`src/rtl/dag_pkg.sv`:
```
package dag_pkg;

    parameter int DAG_HI_W   = 7;
    parameter int DAG_LO_W   = 16;
    parameter int DAG_OFS_W  = 7;
    parameter int DAG_NUM_AR = 8;

    localparam int DAG_ADDR_W = DAG_HI_W + DAG_LO_W;
    localparam int DAG_SEL_W  = $clog2(DAG_NUM_AR);

    typedef enum logic [2:0] {
        MODE_ABS16  = 3'd0,
        MODE_ABS23  = 3'd1,
        MODE_IO_ABS = 3'd2,
        MODE_DIRECT = 3'd3,
        MODE_AR     = 3'd4,
        MODE_AR_INC = 3'd5,
        MODE_AR_DEC = 3'd6
    } dag_mode_e;

    typedef struct packed {
        logic [DAG_ADDR_W-1:0] addr;
        logic                  io_space;
        logic                  mode_err;
        logic                  wb_en;
        logic [DAG_SEL_W-1:0]  wb_sel;
        logic [DAG_LO_W-1:0]   wb_val;
    } dag_out_t;

endpackage

```
`src/rtl/dag_direct_sum.sv`:
```
module dag_direct_sum
    import dag_pkg::*;
(
    input  logic                  use_stack,
    input  logic [DAG_HI_W-1:0]   page_hi,
    input  logic [DAG_HI_W-1:0]   stack_hi,
    input  logic [DAG_LO_W-1:0]   dp,
    input  logic [DAG_LO_W-1:0]   sp,
    input  logic [DAG_OFS_W-1:0]  ofs,
    output logic [DAG_ADDR_W-1:0] addr
);

    logic [DAG_LO_W-1:0] base_lo;
    logic [DAG_HI_W-1:0] base_hi;
    logic [DAG_LO_W-1:0] ofs_ext;
    logic [DAG_LO_W-1:0] sum_lo;

    always_comb begin
        base_lo = use_stack ? sp       : dp;
        base_hi = use_stack ? stack_hi : page_hi;
        ofs_ext = {{(DAG_LO_W-DAG_OFS_W){1'b0}}, ofs};
        // lower part is a closed 16-bit ring: the carry out is dropped
        sum_lo  = base_lo + ofs_ext;
        addr    = {base_hi, sum_lo};
    end

endmodule

```
`src/rtl/dag_ar_unit.sv`:
```
module dag_ar_unit
    import dag_pkg::*;
(
    input  logic [DAG_NUM_AR*DAG_LO_W-1:0] ar_bank,
    input  logic [DAG_SEL_W-1:0]           sel,
    input  logic                           step_up,
    input  logic                           step_dn,
    output logic [DAG_LO_W-1:0]            cur,
    output logic                           wb_en,
    output logic [DAG_LO_W-1:0]            wb_val
);

    logic [DAG_LO_W-1:0] ar_arr [DAG_NUM_AR];

    for (genvar g = 0; g < DAG_NUM_AR; g++) begin : g_unpack
        assign ar_arr[g] = ar_bank[g*DAG_LO_W +: DAG_LO_W];
    end

    always_comb begin
        cur    = ar_arr[sel];
        wb_en  = step_up | step_dn;
        wb_val = cur;
        if (step_up) begin
            wb_val = cur + DAG_LO_W'(1);
        end else if (step_dn) begin
            wb_val = cur - DAG_LO_W'(1);
        end
    end

endmodule

```
`src/rtl/dag_top.sv`:
```
module dag_top
    import dag_pkg::*;
#(
    parameter bit REG_OUT = 1'b1
) (
    input  logic                           clk,
    input  logic                           rst_n,
    input  logic [2:0]                     mode_i,
    input  logic                           cpl_sp_i,
    input  logic [DAG_HI_W-1:0]            page_hi_i,
    input  logic [DAG_HI_W-1:0]            stack_hi_i,
    input  logic [DAG_LO_W-1:0]            dp_i,
    input  logic [DAG_LO_W-1:0]            sp_i,
    input  logic [DAG_NUM_AR*DAG_LO_W-1:0] ar_bank_i,
    input  logic [DAG_SEL_W-1:0]           ar_sel_i,
    input  logic [DAG_LO_W-1:0]            k16_i,
    input  logic [DAG_ADDR_W-1:0]          k23_i,
    input  logic [DAG_OFS_W-1:0]           ofs_i,
    output logic [DAG_ADDR_W-1:0]          addr_o,
    output logic                           io_space_o,
    output logic                           mode_err_o,
    output logic                           ar_wb_en_o,
    output logic [DAG_SEL_W-1:0]           ar_wb_sel_o,
    output logic [DAG_LO_W-1:0]            ar_wb_val_o
);

    dag_mode_e mode;
    assign mode = dag_mode_e'(mode_i);

    logic [DAG_ADDR_W-1:0] direct_addr;
    logic [DAG_LO_W-1:0]   ptr_cur;
    logic                  ptr_wb_en;
    logic [DAG_LO_W-1:0]   ptr_wb_val;
    logic                  step_up;
    logic                  step_dn;

    assign step_up = (mode_i == MODE_AR_INC);
    assign step_dn = (mode_i == MODE_AR_DEC);

    dag_direct_sum i_direct (
        .use_stack (cpl_sp_i),
        .page_hi   (page_hi_i),
        .stack_hi  (stack_hi_i),
        .dp        (dp_i),
        .sp        (sp_i),
        .ofs       (ofs_i),
        .addr      (direct_addr)
    );

    dag_ar_unit i_ar (
        .ar_bank (ar_bank_i),
        .sel     (ar_sel_i),
        .step_up (step_up),
        .step_dn (step_dn),
        .cur     (ptr_cur),
        .wb_en   (ptr_wb_en),
        .wb_val  (ptr_wb_val)
    );

    dag_out_t out_d;
    dag_out_t out_q;

    always_comb begin
        out_d = '0;
        case (mode)
            MODE_ABS16:  out_d.addr = {page_hi_i, k16_i};
            MODE_ABS23:  out_d.addr = k23_i;
            MODE_IO_ABS: begin
                out_d.addr     = {{DAG_HI_W{1'b0}}, k16_i};
                out_d.io_space = 1'b1;
            end
            MODE_DIRECT: out_d.addr = direct_addr;
            MODE_AR, MODE_AR_INC, MODE_AR_DEC: begin
                // address always built from the pointer before any step
                out_d.addr   = {page_hi_i, ptr_cur};
                out_d.wb_en  = ptr_wb_en;
                out_d.wb_sel = ptr_wb_en ? ar_sel_i : '0;
                out_d.wb_val = ptr_wb_en ? ptr_wb_val : '0;
            end
            default:     out_d.mode_err = 1'b1;
        endcase
    end

    if (REG_OUT) begin : g_reg
        always_ff @(posedge clk or negedge rst_n) begin
            if (!rst_n) begin
                out_q <= '0;
            end else begin
                out_q <= out_d;
            end
        end
    end else begin : g_comb
        assign out_q = out_d;
    end

    assign addr_o      = out_q.addr;
    assign io_space_o  = out_q.io_space;
    assign mode_err_o  = out_q.mode_err;
    assign ar_wb_en_o  = out_q.wb_en;
    assign ar_wb_sel_o = out_q.wb_sel;
    assign ar_wb_val_o = out_q.wb_val;

    // a write-back value is always one step away from the pointer read
    a_r8_wb_one_step: assert property (@(posedge clk) disable iff (!rst_n)
        ptr_wb_en |-> ((ptr_wb_val == DAG_LO_W'(ptr_cur + DAG_LO_W'(1))) ||
                       (ptr_wb_val == DAG_LO_W'(ptr_cur - DAG_LO_W'(1)))));

    // the pointer unit only steps for the two post-modify codes
    a_r8_wb_mode_only: assert property (@(posedge clk) disable iff (!rst_n)
        ptr_wb_en |-> (mode_i == 3'd5 || mode_i == 3'd6));

    // an undefined code leaves no address and no write-back behind
    a_r9_err_quiet: assert property (@(posedge clk) disable iff (!rst_n)
        mode_err_o |-> (addr_o == '0 && !ar_wb_en_o && !io_space_o));

    // port addresses never carry page bits
    a_r3_io_upper_zero: assert property (@(posedge clk) disable iff (!rst_n)
        io_space_o |-> (addr_o[DAG_ADDR_W-1:DAG_LO_W] == '0));

    // I/O accesses never come with a pointer write-back
    a_r11_io_no_wb: assert property (@(posedge clk) disable iff (!rst_n)
        io_space_o |-> !ar_wb_en_o);

    // a direct-mode sum keeps the selected page
    a_r6_page_kept: assert property (@(posedge clk) disable iff (!rst_n)
        direct_addr[DAG_ADDR_W-1:DAG_LO_W] == (cpl_sp_i ? stack_hi_i : page_hi_i));

endmodule

```
`config.mk`:
```
export PLATFORM = sky130hd
export DESIGN_NAME = dag_top
export DESIGN_NICKNAME = d
export VERILOG_FILES = /design/src/rtl/dag_pkg.sv /design/src/rtl/dag_direct_sum.sv /design/src/rtl/dag_ar_unit.sv /design/src/rtl/dag_top.sv
export SDC_FILE = /design/constraint.sdc
export NUM_CORES = 1
export LEC_CHECK = 0
export BUFFER_PORTS_ARGS = -buffer_cell sky130_fd_sc_hd__buf_2
export CAP_MARGIN = 25
export CORE_MARGIN = 2
export CORE_UTILIZATION = 35
export CTS_CLUSTER_DIAMETER = 40
export DETAILED_ROUTE_END_ITERATION = 12
export GPL_ROUTABILITY_DRIVEN = 0
export PLACE_DENSITY = 0.65
export SYNTH_ARGS = -nofsm -noshare
export SYNTH_HDL_FRONTEND = slang
export SYNTH_SLANG_ARGS = --single-unit
export TNS_END_PERCENT = 20
```
`constraint.sdc`:
```
create_clock -name clk -period 0.8 [get_ports clk]
set_input_delay 0.12 -clock clk [delete_from_list [all_inputs] [get_ports clk]]
set_output_delay 0.12 -clock clk [all_outputs]
set_load 0.05 [all_outputs]
```
Word-level counts from Yosys, hierarchy flattened. Index checks and enable logic that the tools add are counted.

Flip-flop bits (word level): 45. Input port bits: 229. Output and inout bits: 45. Word-level logic and storage cells: 34.

Add/subtract/negate cells: 3. $lt $le $gt $ge: 1. Eq/ne operators: 6. Mux-type cells: 13. Bitwise operators: 2. Reductions and logical operators: 3.

Operator list (number): $pmux W23 S5 (1); $mux W16 (6); $bmux W16 S3 (1); $mux W20 (1); $add A16 B1 Y16 const B (1); $add A16 B7 Y16 (1); $sub A16 B1 Y16 const B (1); $eq A3 B3 Y1 const B (3); $mux W7 (1); $reduce_or A7 Y1 (1); $eq A3 B2 Y1 const B (2); $ge A4 B4 Y1 const B (1); $not A3 Y4 (1); $eq A3 B1 Y1 const B (1); $logic_not A3 Y1 (1); $mux W3 (1); $reduce_or A3 Y1 (1); $mux W1 (2); $or A1 B1 Y1 (1).

Depth between registers and ports, before layout.
Depth after elaboration: 9. Gate-level depth with buffers: 15. Gate-level depth less buffers: 12.

Modules after synthesis. A second synthesis with hierarchy kept.

Cells, all modules: 416. Area, all modules: 4541.9 um^2.

By module, submodules not included: dag_top (times used 1, cells each 171, area an instance 2072.0 um^2); dag_ar_unit (times used 1, cells each 146, area an instance 1661.6 um^2); dag_direct_sum (times used 1, cells each 99, area an instance 808.3 um^2).

Worst setup path before layout. Ideal clock, no wire load.

Kind: in2reg. Start point: in cpl_sp_i. End point: reg out_q, in the netlist addr_o[8]. Library setup time: 0.126 ns. Arrival time: 3.143 ns. Slack: -2.469 ns. Stages: 13. Path buffers: 3. Path through: clkbuf_1 buf_1 clkbuf_1 mux2_2 ha_1 fa_1 a21oi_1 o21bai_1 a21oi_1 o21ai_0 nand2_1 xnor2_1 a221o_1.

RTL lines: start: declaration (line dag_top.sv:9) `input logic cpl_sp_i,`; end signal: assignment (line dag_top.sv:89) `out_q <= out_d;`; end: declaration (line dag_top.sv:61) `dag_out_t out_q;`.

==> flow_summary.json <==
{
  "setup_viol": 87,
  "violations": "setup timing",
  "cts_sinks": 45,
  "hpwl_um": 14270,
  "critPathLaunchType": "primary input",
  "final_nets": 1117,
  "synth_seq_cells": 45,
  "cp_cell_sequence": "buf_12 -> mux4_2 -> mux2i_4 -> ha_2 -> and3_1 -> and3_4 -> a22oi_2 -> buf_4 -> a2111oi_4 -> xor2_1 -> nor2_1",
  "final_cell_mix": "222 x buf_2, 119 x buf_4, 62 x buf_6",
  "cellLeakagePower_nw": 3.918,
  "final_cell_area_um2": 8132,
  "clockRootBuffer": "clkbuf_16",
  "grt_pass1_vias": 5866,
  "worstMarginPinSlew_ns": 0.4501,
  "drtAntennaViolNets": 0,
  "drt_iter0_drc": 305,
  "dpl_cell_area_um2": 6884,
  "hold_class": "primary input to flip-flop",
  "final_max_slew_viol_count": 0,
  "drv_cap": 0,
  "overflow": 0,
  "synthArstFlopShare": 1.000,
  "antenna_found_initial": 0,
  "wl_um": 17880,
  "outcome": "complete, but fails checks",
  "critPathTopFamily": "multiplexers",
  "start_util": 0.3608,
  "h-tree-depth": 2,
  "rows": 41,
  "synth_edf_count": 0,
  "max_slew_margin": 0.6988,
  "synthTopCellsByArea": "dfrtp_1 25%, mux4_2 13%, mux2i_1 8.9%",
  "drc_errors": 0,
  "syn_area_per_cell_um2": 9.407,
  "peakVddDrop_mv": 0.7448,
  "layout.cells.non_filler": 1051,
  "crit_type": "primary input to flip-flop",
  "final_common_cell": "buf_2",
  "syn-num-nets": 727,
  "hold_viol_final": 0,
  "synth-seq-area-share": 0.2453,
  "cts_tree": "built",
  "synth_cell_types": 64,
  "antennaDiodeCount": 0,
  "power_density_nw_per_um2": 1219,
  "yosysWarnings": 0,
  "final_core_util": 0.6392,
  "cp_data_required_time_ns": 0.97,
  "synth_ff_type": "dfrtp_1",
  "crit_buf_inv": 2,
  "grt_pass1_wl_um": 28370,
  "grt_usage": 0.2466,
  "crit_path_max_incr_delay_ns": 0.55,
  "netlist.area_leader.share": 0.2453,
  "drive_gt1_frac": 0.6280,
  "grt_start_max_net_pins": 46,
  "avgRoutedWirePerCell_um": 17.01,
  "die_h_um": 118.5,
  "fin_crit_sh": 2.568,
  "grt_setup_unrepaired": "yes",
  "syn_area_um2": 4591,
  "slowest_stage": "mux4_2",
  "clock_path_buffers": 2,
  "pin_count": 274,
  "drt-vias-per-instance": 5.272,
  "first_pass_iters": 5,
  "die_area_um2": 14050,
  "clk_pin_slew_worst_paths_ns": 0.06,
  "fin_crit_ns": 2.055,
  "design.core.area_um2": 12720,
  "synth.largest_area_cell": "dfrtp_1",
  "critPathCaptureType": "flip-flop",
  "critPathMaxFanout": 6,
  "place_inst": 1017,
  "port_buffers": 273,
  "cts_buffers": 5,
  "clock.fmax_ghz": 0.4867,
  "layout_setup_ws_ns": -1.255,
  "worstPathArrival_ns": 2.22,
  "num_vias": 5541,
  "area_growth_syn_to_layout_pct": 77.13,
  "post_synth_inst_count": 488,
  "die_w_um": 118.5
}
==> flip-flops by register name, summed over array words and instances, names as in the netlist <==
name,cells
mode_err_o,1
ar_wb_sel_o,3
io_space_o,1
addr_o,23
ar_wb_val_o,16
ar_wb_en_o,1
==> worst min-delay path, stage by stage <==
cell and delay, ns:
buf_2 0.08, a222oi_1 0.05, inv_1 0.05
==> timing repair <==
action / in CTS / in global routing
pin swaps: 50 / 44
buffers inserted: 18 / 7
resized for setup: 178 / 47
endpoints found under the hold margin: 45 / 0
endpoints found under the setup margin: 88 / 87
hold buffers: 1 / 0
==> power breakdown <==
group,total (W),leakage [nW],internal [W],switching [W]
sequential,0.00259,0.577,0.00248,0.000116
clock,0.00192,0.0652,0.00116,0.000762
combinational,0.00540,3.28,0.00266,0.00274
total,0.00991,3.92,0.00630,0.00361
==> through the flow <==
step / setup slack, ns / hold WS (ns) / TNS [ns] / power [W]
after floorplan: -1.651 / -0.1756 / -49.87 / 0.005183
after global placement: -1.641 / 0.1152 / -52.24 / 0.006964
after detailed placement: -1.756 / 0.1271 / -54.62 / 0.007057
after CTS: -1.224 / 0.05919 / -39.04 / 0.009667
after global routing: -1.349 / 0.07728 / -44.08 / 0.01045
final: -1.255 / 0.06799 / -39.86 / 0.009912
==> Yosys cell counts, types with 2 or more instances <==
library cell	count
ha_1	9
inv_2	2
a31oi_1	2
and2_1	6
xnor2_1	15
buf_1	4
inv_1	17
buf_2	2
mux2i_1	41
o21a_1	4
mux4_2	27
nand3b_1	2
dfrtp_1	45
o21bai_1	3
nand2b_1	5
xor2_1	6
a222oi_1	7
a22oi_1	3
or3_1	7
nor2_1	37
mux2_2	23
a211oi_1	4
nand2_1	40
a21o_1	2
nand4b_1	2
a22oi_2	2
a21oi_1	25
o22ai_1	18
buf_4	4
o21ai_1	3
o31ai_1	3
buf_6	9
and3_1	6
nand4_1	4
clkbuf_1	12
o21ai_0	22
nand3_1	15
nor3_1	19
nor2b_1	6
==> cell type report <==
class / instances / area (um^2)
clock buffers: 8 / 136.4
fillers: 1074 / 4591
inverters: 19 / 76.32
multi-input cells: 393 / 3670
flip-flops and latches: 45 / 1126
well taps: 172 / 215.2
repair buffers: 414 / 2908
==> kinds of logic after synthesis <==
group	share of synthesized area
DFF	0.2453
buffers and inverters	0.05942
muxes	0.2856
adders and majority gates	0.02889
AOI/OAI and AO/OA	0.1731
and+or+nand+nor	0.1676
xor gates and xnor gates	0.04007
==> path summary, 6_finish.rpt <==
kind                             start         endpoint  slack, ns  cells past startpoint
setup / recovery           ar_sel_i[1]  ar_wb_val_o[14]      -1.25                     11
hold / removal               k23_i[18]       addr_o[18]       0.07                      3
max in group asynchronous        rst_n        addr_o[8]       0.21                      3
min in group asynchronous        rst_n   ar_wb_val_o[5]       0.36                      3
==> routing by layer <==
layer | global-route usage | vias up | routed length (um)
met1 | 0.2917 | 2627 | 6915
met3 | 0.03861 | 54 | 1026
met4 | 0.07813 | 0 | 529
li1 | - | 2623 | -
met5 | 0 | - | 0
met2 | 0.4533 | 237 | 9405
(Power assumes the default switching activity.)
